`src/rtl/bsel_pkg.sv`:
```
package bsel_pkg;
   typedef struct packed {
      logic mem;
      logic io;
      logic f_wp;
      logic f_nm;
      logic f_nx;
   } bus_dec_t;

   localparam bus_dec_t DEC_IDLE = '{mem: 1'b0, io: 1'b0, f_wp: 1'b0, f_nm: 1'b0, f_nx: 1'b0};
endpackage

```
`src/rtl/bsel_ctl_port.sv`:
```
module bsel_ctl_port (
   input  logic       clk,
   input  logic       rst_n,
   input  logic       wr,
   input  logic [1:0] wdata,
   output logic       inh_pull,
   output logic       ext_pull
);
   always_ff @(posedge clk or negedge rst_n) begin
      if (!rst_n) begin
         inh_pull <= 1'b0;
         ext_pull <= 1'b0;
      end else if (wr) begin
         inh_pull <= wdata[0];
         ext_pull <= wdata[1];
      end
   end
endmodule

```
`src/rtl/bsel_addr_dec.sv`:
```
module bsel_addr_dec
   import bsel_pkg::*;
#(
   parameter int unsigned TAG_W            = 8,
   parameter logic [TAG_W-1:0] WIN_TAG     = '0,
   parameter bit          UNMAP_BLOCKS_SEL = 1'b1
) (
   input  logic           valid,
   input  logic [TAG_W-1:0] tag,
   input  logic           rd_wn,
   input  logic           sync,
   input  logic           mapped,
   input  logic           wprot,
   input  logic           noexec,
   input  logic           inh,
   input  logic           ext,
   output bus_dec_t       dec
);
   logic in_win;
   logic sel_ok;

   assign in_win = (tag == WIN_TAG);

   generate
      if (UNMAP_BLOCKS_SEL) begin : g_block
         assign sel_ok = valid & mapped;
      end else begin : g_pass
         assign sel_ok = valid;
      end
   endgenerate

   always_comb begin
      dec      = DEC_IDLE;
      dec.f_nm = valid & ~mapped;
      dec.f_wp = valid & ~rd_wn & wprot;
      dec.f_nx = valid & sync & noexec;
      if (sel_ok) begin
         if (ext) begin
            dec.mem = 1'b1;
            dec.io  = 1'b1;
         end else if (in_win && !inh) begin
            dec.io  = 1'b1;
         end else begin
            dec.mem = 1'b1;
         end
      end
   end
endmodule

```
`src/rtl/bsel_strobe_gen.sv`:
```
module bsel_strobe_gen
   import bsel_pkg::*;
(
   input  logic     clk,
   input  logic     rst_n,
   input  logic     phi2,
   input  bus_dec_t dec,
   output bus_dec_t dec_q
);
   logic phi2_q;
   logic rise;
   logic fall;

   assign rise = phi2 & ~phi2_q;
   assign fall = ~phi2 & phi2_q;

   always_ff @(posedge clk or negedge rst_n) begin
      if (!rst_n) begin
         phi2_q <= 1'b0;
         dec_q  <= DEC_IDLE;
      end else begin
         phi2_q <= phi2;
         if (rise)      dec_q <= dec;
         else if (fall) dec_q <= DEC_IDLE;
      end
   end
endmodule

```
`src/rtl/bsel_fault_dec.sv`:
```
module bsel_fault_dec
   import bsel_pkg::*;
#(
   parameter int unsigned ADDR_W           = 20,
   parameter int unsigned IO_AW            = 12,
   parameter int unsigned IO_BASE          = 32'hE8000,
   parameter bit          UNMAP_BLOCKS_SEL = 1'b1
) (
   input  logic              clk,
   input  logic              rst_n,
   input  logic              phi2,
   input  logic              cyc_valid,
   input  logic [ADDR_W-1:0] phys_addr,
   input  logic              rd_wn,
   input  logic              sync,
   input  logic              pg_mapped,
   input  logic              pg_wprot,
   input  logic              pg_noexec,
   input  logic              ioinh_sense_n,
   input  logic              extio_sense_n,
   input  logic              ctl_wr,
   input  logic [1:0]        ctl_wdata,
   input  logic              bus_cut,
   output logic              ioinh_pull,
   output logic              extio_pull,
   output logic [ADDR_W-1:0] addr_out,
   output logic              addr_oe,
   output logic              data_oe,
   output logic              sel_oe,
   output logic              memsel_n,
   output logic              iosel_n,
   output logic              fault_wprot,
   output logic              fault_unmapped,
   output logic              fault_noexec
);
   localparam int unsigned TAG_W = ADDR_W - IO_AW;
   localparam logic [ADDR_W-1:0] BASE_V = ADDR_W'(IO_BASE);
   localparam logic [TAG_W-1:0]  WIN_TAG = BASE_V[ADDR_W-1:IO_AW];

   generate
      if (ADDR_W > 32 || ADDR_W < 2) begin : g_bad_aw
         $error("bsel_fault_dec: ADDR_W must be 2..32");
      end
      if (IO_AW == 0 || IO_AW >= ADDR_W) begin : g_bad_io
         $error("bsel_fault_dec: IO_AW must be 1..ADDR_W-1");
      end
      if (BASE_V[IO_AW-1:0] != '0) begin : g_bad_base
         $error("bsel_fault_dec: IO_BASE must be aligned to the window");
      end
   endgenerate

   bus_dec_t dec_c;
   bus_dec_t dec_q;

   bsel_ctl_port u_ctl (
      .clk      (clk),
      .rst_n    (rst_n),
      .wr       (ctl_wr),
      .wdata    (ctl_wdata),
      .inh_pull (ioinh_pull),
      .ext_pull (extio_pull)
   );

   bsel_addr_dec #(
      .TAG_W            (TAG_W),
      .WIN_TAG          (WIN_TAG),
      .UNMAP_BLOCKS_SEL (UNMAP_BLOCKS_SEL)
   ) u_dec (
      .valid  (cyc_valid),
      .tag    (phys_addr[ADDR_W-1:IO_AW]),
      .rd_wn  (rd_wn),
      .sync   (sync),
      .mapped (pg_mapped),
      .wprot  (pg_wprot),
      .noexec (pg_noexec),
      .inh    (~ioinh_sense_n),
      .ext    (~extio_sense_n),
      .dec    (dec_c)
   );

   bsel_strobe_gen u_stb (
      .clk   (clk),
      .rst_n (rst_n),
      .phi2  (phi2),
      .dec   (dec_c),
      .dec_q (dec_q)
   );

   assign addr_out       = phys_addr;
   assign addr_oe        = ~bus_cut;
   assign sel_oe         = ~bus_cut;
   assign data_oe        = ~bus_cut & cyc_valid & ~rd_wn;
   assign memsel_n       = ~dec_q.mem;
   assign iosel_n        = ~dec_q.io;
   assign fault_wprot    = dec_q.f_wp;
   assign fault_unmapped = dec_q.f_nm;
   assign fault_noexec   = dec_q.f_nx;
endmodule

```
`config.mk`:
```
export PLATFORM = sky130hd
export DESIGN_NAME = bsel_fault_dec
export DESIGN_NICKNAME = d
export VERILOG_FILES = /design/src/rtl/bsel_pkg.sv /design/src/rtl/bsel_ctl_port.sv /design/src/rtl/bsel_addr_dec.sv /design/src/rtl/bsel_strobe_gen.sv /design/src/rtl/bsel_fault_dec.sv
export SDC_FILE = /design/constraint.sdc
export NUM_CORES = 1
export LEC_CHECK = 0
export BUFFER_PORTS_ARGS = -buffer_cell sky130_fd_sc_hd__buf_2
export CORE_MARGIN = 5
export CORE_UTILIZATION = 34
export DETAILED_ROUTE_END_ITERATION = 7
export PLACE_DENSITY = 0.94
export SYNTH_ARGS = -nofsm -noshare
export SYNTH_HDL_FRONTEND = slang
export SYNTH_SLANG_ARGS = --single-unit
export TNS_END_PERCENT = 20
```
`constraint.sdc`:
```
create_clock -name clk -period 3.9 [get_ports clk]
set_clock_uncertainty 0.05 [all_clocks]
set_input_delay 0.195 -clock clk [delete_from_list [all_inputs] [get_ports clk]]
set_output_delay 0.195 -clock clk [all_outputs]
set_load 0.01 [all_outputs]
```
==> results.cfg, run 1 <==
[synthesis]
synth-seq-cells = 8
yosysSeqAreaShare_pct = 36.4
syn_inst = 55
synth.distinct_cells = 19
syn_area_per_cell_um2 = 9.99
syn-num-nets = 91
synth_edf_count = 0
synthArstFlopShare_pct = 100
syn_area_um2 = 549
ys.flop_type = dfrtp_1
yosys_warnings = 0

[floorplan]
rows = 14
dieWidth_um = 50.2
ioPinCount = 65
die_area_um2 = 2520
dieHeight_um = 50.2
start_util_pct = 36.0
core_um2 = 1520

[global_route]
grt_overflow = 0
grt_pass1_vias = 442
grt_antenna_before_repair = 0
grt_max_degree = 10
grt_util_all_layers_pct = 9.36
grt_pass1_wl_um = 1790

[placed_design]
dp_hpwl_um = 979
portBuffers = 40
gp_congestion = 0.654

[power_and_ir_drop]
finalPower_uw = 194
p_per_area_nw_per_um2 = 304
peakVddDrop_uv = 188
static-leakage-power_uw = 0.000357

[final_layout]
drive_gt1_share_pct = 59.7
final_nets = 115
n_antenna_cell = 0
syn_to_final_growth_pct = 16.4

[clocking]
cts_buffers = 3
path_clk_slew_ps = 50
cts_tree = yes
cts_buffer_depth = 2
clk_latency_ps = 250
cts_max_level = 1
root_buffer = clkbuf_4
cts.sinks = 8

[routing]
routed_wl_um = 1130
final_antenna_net_count = 0
wire_per_inst_um = 12.2
drtPass1Iterations = 1
via_per_inst = 4.66
drc = 0
vias = 433
drt_iter0_markers = 0

[critical_path]
reg2reg_depth = 4
crit_path_start_kind = register
endpoint_kind = register
crit_arrival_ps = 1460
cp_max_fo = 9
worstPathRequired_ps = 3980
critPathKind = register to register

[sta]
fin_hold_ws_ps = 26.2
rsz0062_at_grt = no
tns_ps = 0
setup_violations = 0
slew-limit-headroom_pct = 83.2
worst_pin_slew_ps = 252
slew_violations = 0
period_needed_ps = 1370
fin_crit_sh_pct = 35.2
timing.fmax_ghz = 0.729
hold_viol = 0

[run_status]
outcome = finished, final reports clean

[run]
cap_violations = 0

[hold_path]
hold_class = primary input to register
hold_depth = 1
## Yosys cell counts (all sizes together), types with 2 or more instances
cell | count | share of area (%)
buf | 22 | 30
nand2 | 2 | 1.4
a22o | 2 | 3.2
o21ai | 2 | 1.8
mux2 | 2 | 4.1
inv | 5 | 3.4
dfrtp | 8 | 36
nand4 | 2 | 2.3
## metrics by stage
step,instances,instance area [um^2],worst slack [ps],utilization [%]
final,93,639,2530,42.0
after global routing,93,639,2470,42.0
after CTS,93,639,2520,42.0
after detailed placement,89,607,2550,39.8
after global placement,89,607,2610,39.8
after floorplan,55,549,2630,-
## worst max-delay path, cell delays in order (launching register included)
cell	delay, ps
dfrtp_1	320
inv_1	40
ha_1	420
and4b_1	250
a22o_1	180
## logic make-up (layout without fill, tap and decap cells)
family	Yosys count	in the layout	share of synthesized area [%]
compound gates	6	6	8.43
fa+ha+maj	1	1	2.28
buf+inv	27	49	33.0
flops	8	8	36.4
mux	2	2	4.10
simple gates	11	11	15.7
## cell usage in the layout, fill, tap and decap left out
cell           instances
nor2_1                 1
nor4b_4                1
a32o_1                 1
o21ai_0                2
dlygate4sd3_1          1
nand4b_1               1
dfrtp_1                8
nor3b_1                1
a22o_1                 2
mux2_2                 2
ha_1                   1
a31o_1                 1
nor2b_1                1
and4b_1                1
and3_1                 1
inv_1                  5
nand2_1                2
buf_2                 40
nand4_1                2
clkbuf_4               3
## worst paths after layout
| kind | endpoint | from | slack (ps) |
|---|---|---|---|
| setup reg to reg | u_stb.dec_q[3]$_DFFE_PN0P_ | u_stb.phi2_q$_DFF_PN0_ | 2530 |
| max in group asynchronous | u_stb.dec_q[4]$_DFFE_PN0P_ | rst_n | 3370 |
| hold / removal | u_stb.phi2_q$_DFF_PN0_ | phi2 | 30 |
| hold reg to reg | u_stb.dec_q[0]$_DFFE_PN0P_ | u_stb.dec_q[0]$_DFFE_PN0P_ | 430 |
| setup / recovery | u_stb.dec_q[3]$_DFFE_PN0P_ | u_stb.phi2_q$_DFF_PN0_ | 2530 |
| min in group asynchronous | u_stb.dec_q[1]$_DFFE_PN0P_ | rst_n | 260 |
## flip-flops by register name (all words and copies together), names as in the netlist
name / flops
u_ctl.ext_pull: 1
u_stb.phi2_q: 1
u_ctl.inh_pull: 1
u_stb.dec_q: 5
## metal layers
layer | wire length [um] | vias up | track usage (%) | share of wire, %
li1 | - | 210 | - | -
met1 | 397 | 196 | 8.86 | 35
met2 | 564 | 27 | 15.7 | 50
met3 | 173 | 0 | 7.10 | 15
met4 | 0 | 0 | 2.62 | 0
met5 | 0 | - | 0 | 0
## timing repair
item	CTS	global route
setup buffers	0	0
gates resized for setup	0	0
endpoints found under the hold margin	8	0
hold buffers	1	0
## power breakdown
group          switching, uW  leakage [uW]  internal [uW]
combinational           21.3      0.000239           22.0
clock                   26.4     0.0000138           35.1
sequential              1.87      0.000104           87.5
total                   49.5      0.000357            145
## layout make-up
class	instances	area (um^2)
repair buffers	41	210
clock buffers	3	22.5
well taps	16	20.0
flip-flops and latches	8	200
inverters	5	18.8
multi-input cells	20	168
fillers	154	885
Note: power is estimated with default switching activity, not from simulation.
==> run 2: changes to the inputs <==
CORE_UTILIZATION = 32   (was 34)
PLACE_DENSITY = 0.9   (was 0.94)
clock period = 1.3 ns   (was 3.9 ns; I/O delays follow)
==> run 2 against run 1 <==
- cell count increased by 6.5%
- via count increased by 3.2%
- routed wire length increased by 10%
- core utilization decreased by 0.16 points
- critical path depth unchanged
==> results.cfg, run 2 (synthesized netlist as in run 1, its figures left out) <==
[run_status]
outcome = finished, final reports clean

[final_layout]
final_common_cell = buf_2
largest_register_ff_count = 5
n_antenna_cell = 0
layout_common_cells = 40 x buf_2, 8 x dfrtp_1, 5 x inv_1, 4 x dlygate4sd3_1, 3 x clkbuf_4
finalNonFillerCells = 99
drive_gt1_share_pct = 59.8
final_area_um2 = 698
top_register = u_stb.dec_q
syn_to_final_growth_pct = 27.1
final_nets = 120

[sta]
setup_violations = 0
worst_pin_slew_ps = 230
hold_viol = 0
tns_ps = 0
rsz0062_at_grt = no
slew_violations = 0
slew-limit-headroom_pct = 84.6
period_needed_ps = 1210
fin_hold_ws_ps = 36.4
fin_crit_sh_pct = 93.1
timing.fmax_ghz = 0.827

[power_and_ir_drop]
combPwrFrac_pct = 25.1
switching_share_pct = 24.9
p_per_area_nw_per_um2 = 859
intPower_uw = 450
static-leakage-power_uw = 0.000379
clock_power_share_pct = 30.1
seqPwrFrac_pct = 44.8
switchingPower_uw = 149
peakVddDrop_uv = 428

[critical_path]
worstPathRequired_ps = 1380
critPathKind = register to register
endpoint_kind = register
cp_max_fo = 4
crit_arrival_ps = 1290
crit_path_start_kind = register

[routing]
via_per_inst = 4.52
drc = 0
routed_wl_um = 1250
final_antenna_net_count = 0
drtPass1Iterations = 2
drt_iter0_markers = 1
wire_per_inst_um = 12.6
vias = 447

[global_route]
grt_antenna_before_repair = 0
grt_pass1_wl_um = 2190
grt_max_degree = 9
grt_overflow = 0
grt_util_all_layers_pct = 11.2
grt_pass1_vias = 503

[run]
cap_violations = 0

[placed_design]
dp_cells = 92
gp_congestion = 0.642
portBuffers = 40
dp_hpwl_um = 1100
dpl_cell_area_um2 = 623

[clocking]
clk_latency_ps = 250
cts.sinks = 8
cts_buffer_depth = 2
cts_tree = yes
cts_buffers = 3
path_clk_slew_ps = 50
root_buffer = clkbuf_4
cts_max_level = 1
cts_setup_buffers = 0

[floorplan]
dieHeight_um = 51.4
die_area_um2 = 2650
core_um2 = 1670
ioPinCount = 65
dieWidth_um = 51.4
start_util_pct = 32.9
rows = 15

[hold_path]
hold_class = primary input to register
[run 2: changes by cell type in the layout (fill, tap and decap cells not counted), sizes merged]
cell,delta
dlygate4sd3,+3
buf,+2
[run 2: metrics by stage]
stage / worst slack (ps) / power, uW / util, %
CTS: 37.6 / 610 / 41.0
floorplan: 27.0 / 382 / -
global placement: 118 / 405 / 37.3
finish: 90.2 / 600 / 41.8
detailed placement: 47.4 / 411 / 37.3
global route: 17.7 / 650 / 41.8
[run 2: layer usage]
| metal | vias up | share of wire (%) | routed length [um] | GRT usage, % |
|---|---|---|---|---|
| li1 | 220 | - | - | - |
| met1 | 201 | 31 | 392 | 9.48 |
| met2 | 26 | 55 | 690 | 21.2 |
| met3 | 0 | 13 | 167 | 8.16 |
| met4 | 0 | 0 | 0 | 1.75 |
| met5 | - | 0 | 0 | 0 |
[run 2: critical path, stage by stage (launching register included)]
cell	delay, ps
dfrtp_1	310
inv_1	60
ha_4	280
and4b_1	210
a22o_1	190
[run 2: path summary, 6_finish.rpt]
kind                                       startpoint                    endpoint  slack (ps)  cells past startpoint
max                            u_stb.phi2_q$_DFF_PN0_  u_stb.dec_q[3]$_DFFE_PN0P_          90                      4
min                                            ctl_wr  u_ctl.ext_pull$_DFFE_PN0P_          40                      2
max reg2reg                    u_stb.phi2_q$_DFF_PN0_  u_stb.dec_q[3]$_DFFE_PN0P_          90                      4
min reg2reg                u_stb.dec_q[2]$_DFFE_PN0P_  u_stb.dec_q[2]$_DFFE_PN0P_         430                      2
max in group asynchronous                       rst_n  u_stb.dec_q[4]$_DFFE_PN0P_         900                      2
min in group asynchronous                       rst_n  u_ctl.inh_pull$_DFFE_PN0P_         140                      2
[run 2: layout make-up]
type                            count  area [um^2]
Inverter                            5         18.8
Sequential cell                     8          200
Timing Repair Buffer               46          255
Fill cell                         173          972
Tap cell                           17         21.3
Multi-Input combinational cell     20          180
Clock buffer                        3         22.5
[run 2: timing repair]
action | in CTS | in global routing
hold buffers | 4 | 0
endpoints found under the setup margin | 0 | 2
endpoints found under the hold margin | 11 | 0
gates resized for setup | 0 | 1
[run 2: power by group through the flow]
stage	clock, uW	sequential (uW)	combinational [uW]
CTS	194	268	148
floorplan	0	277	104
global route	211	270	169
finish	180	269	151
detailed placement	0	273	139
global placement	0	272	133
==> run 3: changes to the inputs <==
CELL_PAD_IN_SITES_DETAIL_PLACEMENT = 0   (was default)
CELL_PAD_IN_SITES_GLOBAL_PLACEMENT = 2   (was default)
CORE_UTILIZATION = 15   (was 32)
HOLD_SLACK_MARGIN = 0.08   (was default)
PLACE_DENSITY = default   (was 0.9)
PLACE_DENSITY_LB_ADDON = 0.1   (was default)
==> run 3 against run 2 <==
- maximum frequency is 0.39% lower
- combinational power shrank 4%
- via count grew 4.7%
- worst hold slack gained 44 ps
- sequential cell count stayed put
- first-iteration DRC count grew to 5.0 times the previous value
- clock-buffer cell count did not move
- routed wire length is 9.4% higher
- cell count up 31%
- die area rose by 88%
- critical path depth unchanged
- non-clock buffer count stayed put
- critical path type unchanged
- critical endpoint unchanged
==> results.cfg, run 3 (synthesized netlist as in run 1, its figures left out) <==
[final_layout]
largest_register_ff_count = 5
fillCellCount = 408
final_nets = 120
syn_to_final_growth_pct = 35.8
n_antenna_cell = 0
final_common_cell = buf_2
drive_gt1_share_pct = 57.3
top_register = u_stb.dec_q
layout_common_cells = 40 x buf_2, 8 x dfrtp_1, 5 x inv_1, 5 x dlygate4sd3_1, 3 x clkbuf_8

[power_and_ir_drop]
p_per_area_nw_per_um2 = 945
static-leakage-power_uw = 0.000386
peakVddDrop_uv = 347

[critical_path]
critPathKind = register to register
reg2reg_depth = 4
crit_arrival_ps = 1270
r2r_start = u_stb.phi2_q$_DFF_PN0_
cp_max_fo = 3
rrSetupSlack_ps = 90
worstPathRequired_ps = 1350
endpoint_kind = register
crit_path_start_kind = register
r2r_end = u_stb.dec_q[3]$_DFFE_PN0P_

[sta]
tns_ps = 0
fin_crit_sh_pct = 93.4
slew_violations = 0
timing.fmax_ghz = 0.823
worst_pin_slew_ps = 228
period_needed_ps = 1210
slew-limit-headroom_pct = 84.7
setup_violations = 0
fin_hold_ws_ps = 80.0
hold_viol = 0
rsz0062_at_grt = no

[routing]
drt_iter0_markers = 5
drc = 0
vias = 468
drtPass1Iterations = 2
routed_wl_um = 1370
wire_per_inst_um = 10.5
final_antenna_net_count = 0
via_per_inst = 3.60

[clocking]
cts.sinks = 8
clk_latency_ps = 220
cts_buffer_depth = 2
cts_setup_buffers = 0
cts_tree = yes
cts_buffers = 3
root_buffer = clkbuf_8
cts_max_level = 1
path_clk_slew_ps = 40

[placed_design]
dp_hpwl_um = 1210
portBuffers = 40
gp_congestion = 0.697

[floorplan]
start_util_pct = 15.2
dieWidth_um = 70.5
rows = 22
core_um2 = 3610
ioPinCount = 65
die_area_um2 = 4970
dieHeight_um = 70.5

[global_route]
grt_pass1_wl_um = 2190
grt_pass1_vias = 476
grt_max_degree = 9
grt_antenna_before_repair = 0
grt_util_all_layers_pct = 5.46
grt_overflow = 0

[run_status]
outcome = finished, final reports clean

[run]
cap_violations = 0

[hold_path]
timing.hold.worst_endpoint = addr_out[4]
hold_class = primary input to output pin
min_from = phys_addr[4]
hold_depth = 0
## run 3: through the flow
step | total power, uW | setup WS, ps | area, um^2 | utilization (%) | cells
after global placement | 410 | 127 | 654 | 18.1 | 122
final | 705 | 85.4 | 746 | 20.7 | 130
after detailed placement | 409 | 89.4 | 654 | 18.1 | 122
after CTS | 724 | 85.6 | 746 | 20.7 | 130
after floorplan | 382 | 27.0 | 549 | - | 55
after global routing | 758 | 11.5 | 746 | 20.7 | 130
## run 3: worst max path at each step
| stage | slack, ps | startpoint | endpoint |
|---|---|---|---|
| final | 90 | u_stb.phi2_q$_DFF_PN0_ | u_stb.dec_q[3]$_DFFE_PN0P_ |
| after global routing | 10 | u_stb.phi2_q$_DFF_PN0_ | u_stb.dec_q[3]$_DFFE_PN0P_ |
| after floorplan | 30 | u_stb.phi2_q$_DFF_PN0_ | u_stb.dec_q[3]$_DFFE_PN0P_ |
| after detailed placement | 90 | u_stb.phi2_q$_DFF_PN0_ | u_stb.dec_q[3]$_DFFE_PN0P_ |
| after global placement | 130 | u_stb.phi2_q$_DFF_PN0_ | u_stb.dec_q[4]$_DFFE_PN0P_ |
| after CTS | 90 | u_stb.phi2_q$_DFF_PN0_ | u_stb.dec_q[3]$_DFFE_PN0P_ |
## run 3: final cells by class
| cell class | instances | area, um^2 | area share [%] |
|---|---|---|---|
| sequential | 8 | 200 | 26.8 |
| clock buffer | 3 | 41.3 | 5.54 |
| timing repair buffer | 46 | 258 | 34.6 |
| inverter | 5 | 18.8 | 2.52 |
| multi-input combinational | 20 | 168 | 22.5 |
| tap | 48 | 60.1 | 8.05 |
## run 3: repair_timing
item / 4_1_cts / 5_1_grt
endpoints found under the hold margin: 11 / 0
hold buffers: 5 / 0
resized for setup: 0 / 0
## run 3: power by group
part           internal [uW]  switching (uW)
Clock                    200            90.6
Sequential               263            6.17
Combinational           76.8            67.9
Total                    540             165
## run 3: worst max-delay path, cell delays in order (launching register included)
cell and delay (ps):
dfrtp_1 320, inv_1 40, ha_1 300, and4b_1 210, a22o_1 180
## run 3: layer usage
metal | up-vias | part of all wire [%] | track usage (%)
met5 | - | 0 | 0
met4 | 0 | 2.0 | 2.34
met3 | 4 | 7.0 | 1.87
met2 | 18 | 51 | 9.25
met1 | 226 | 40 | 6.21
li1 | 220 | - | -
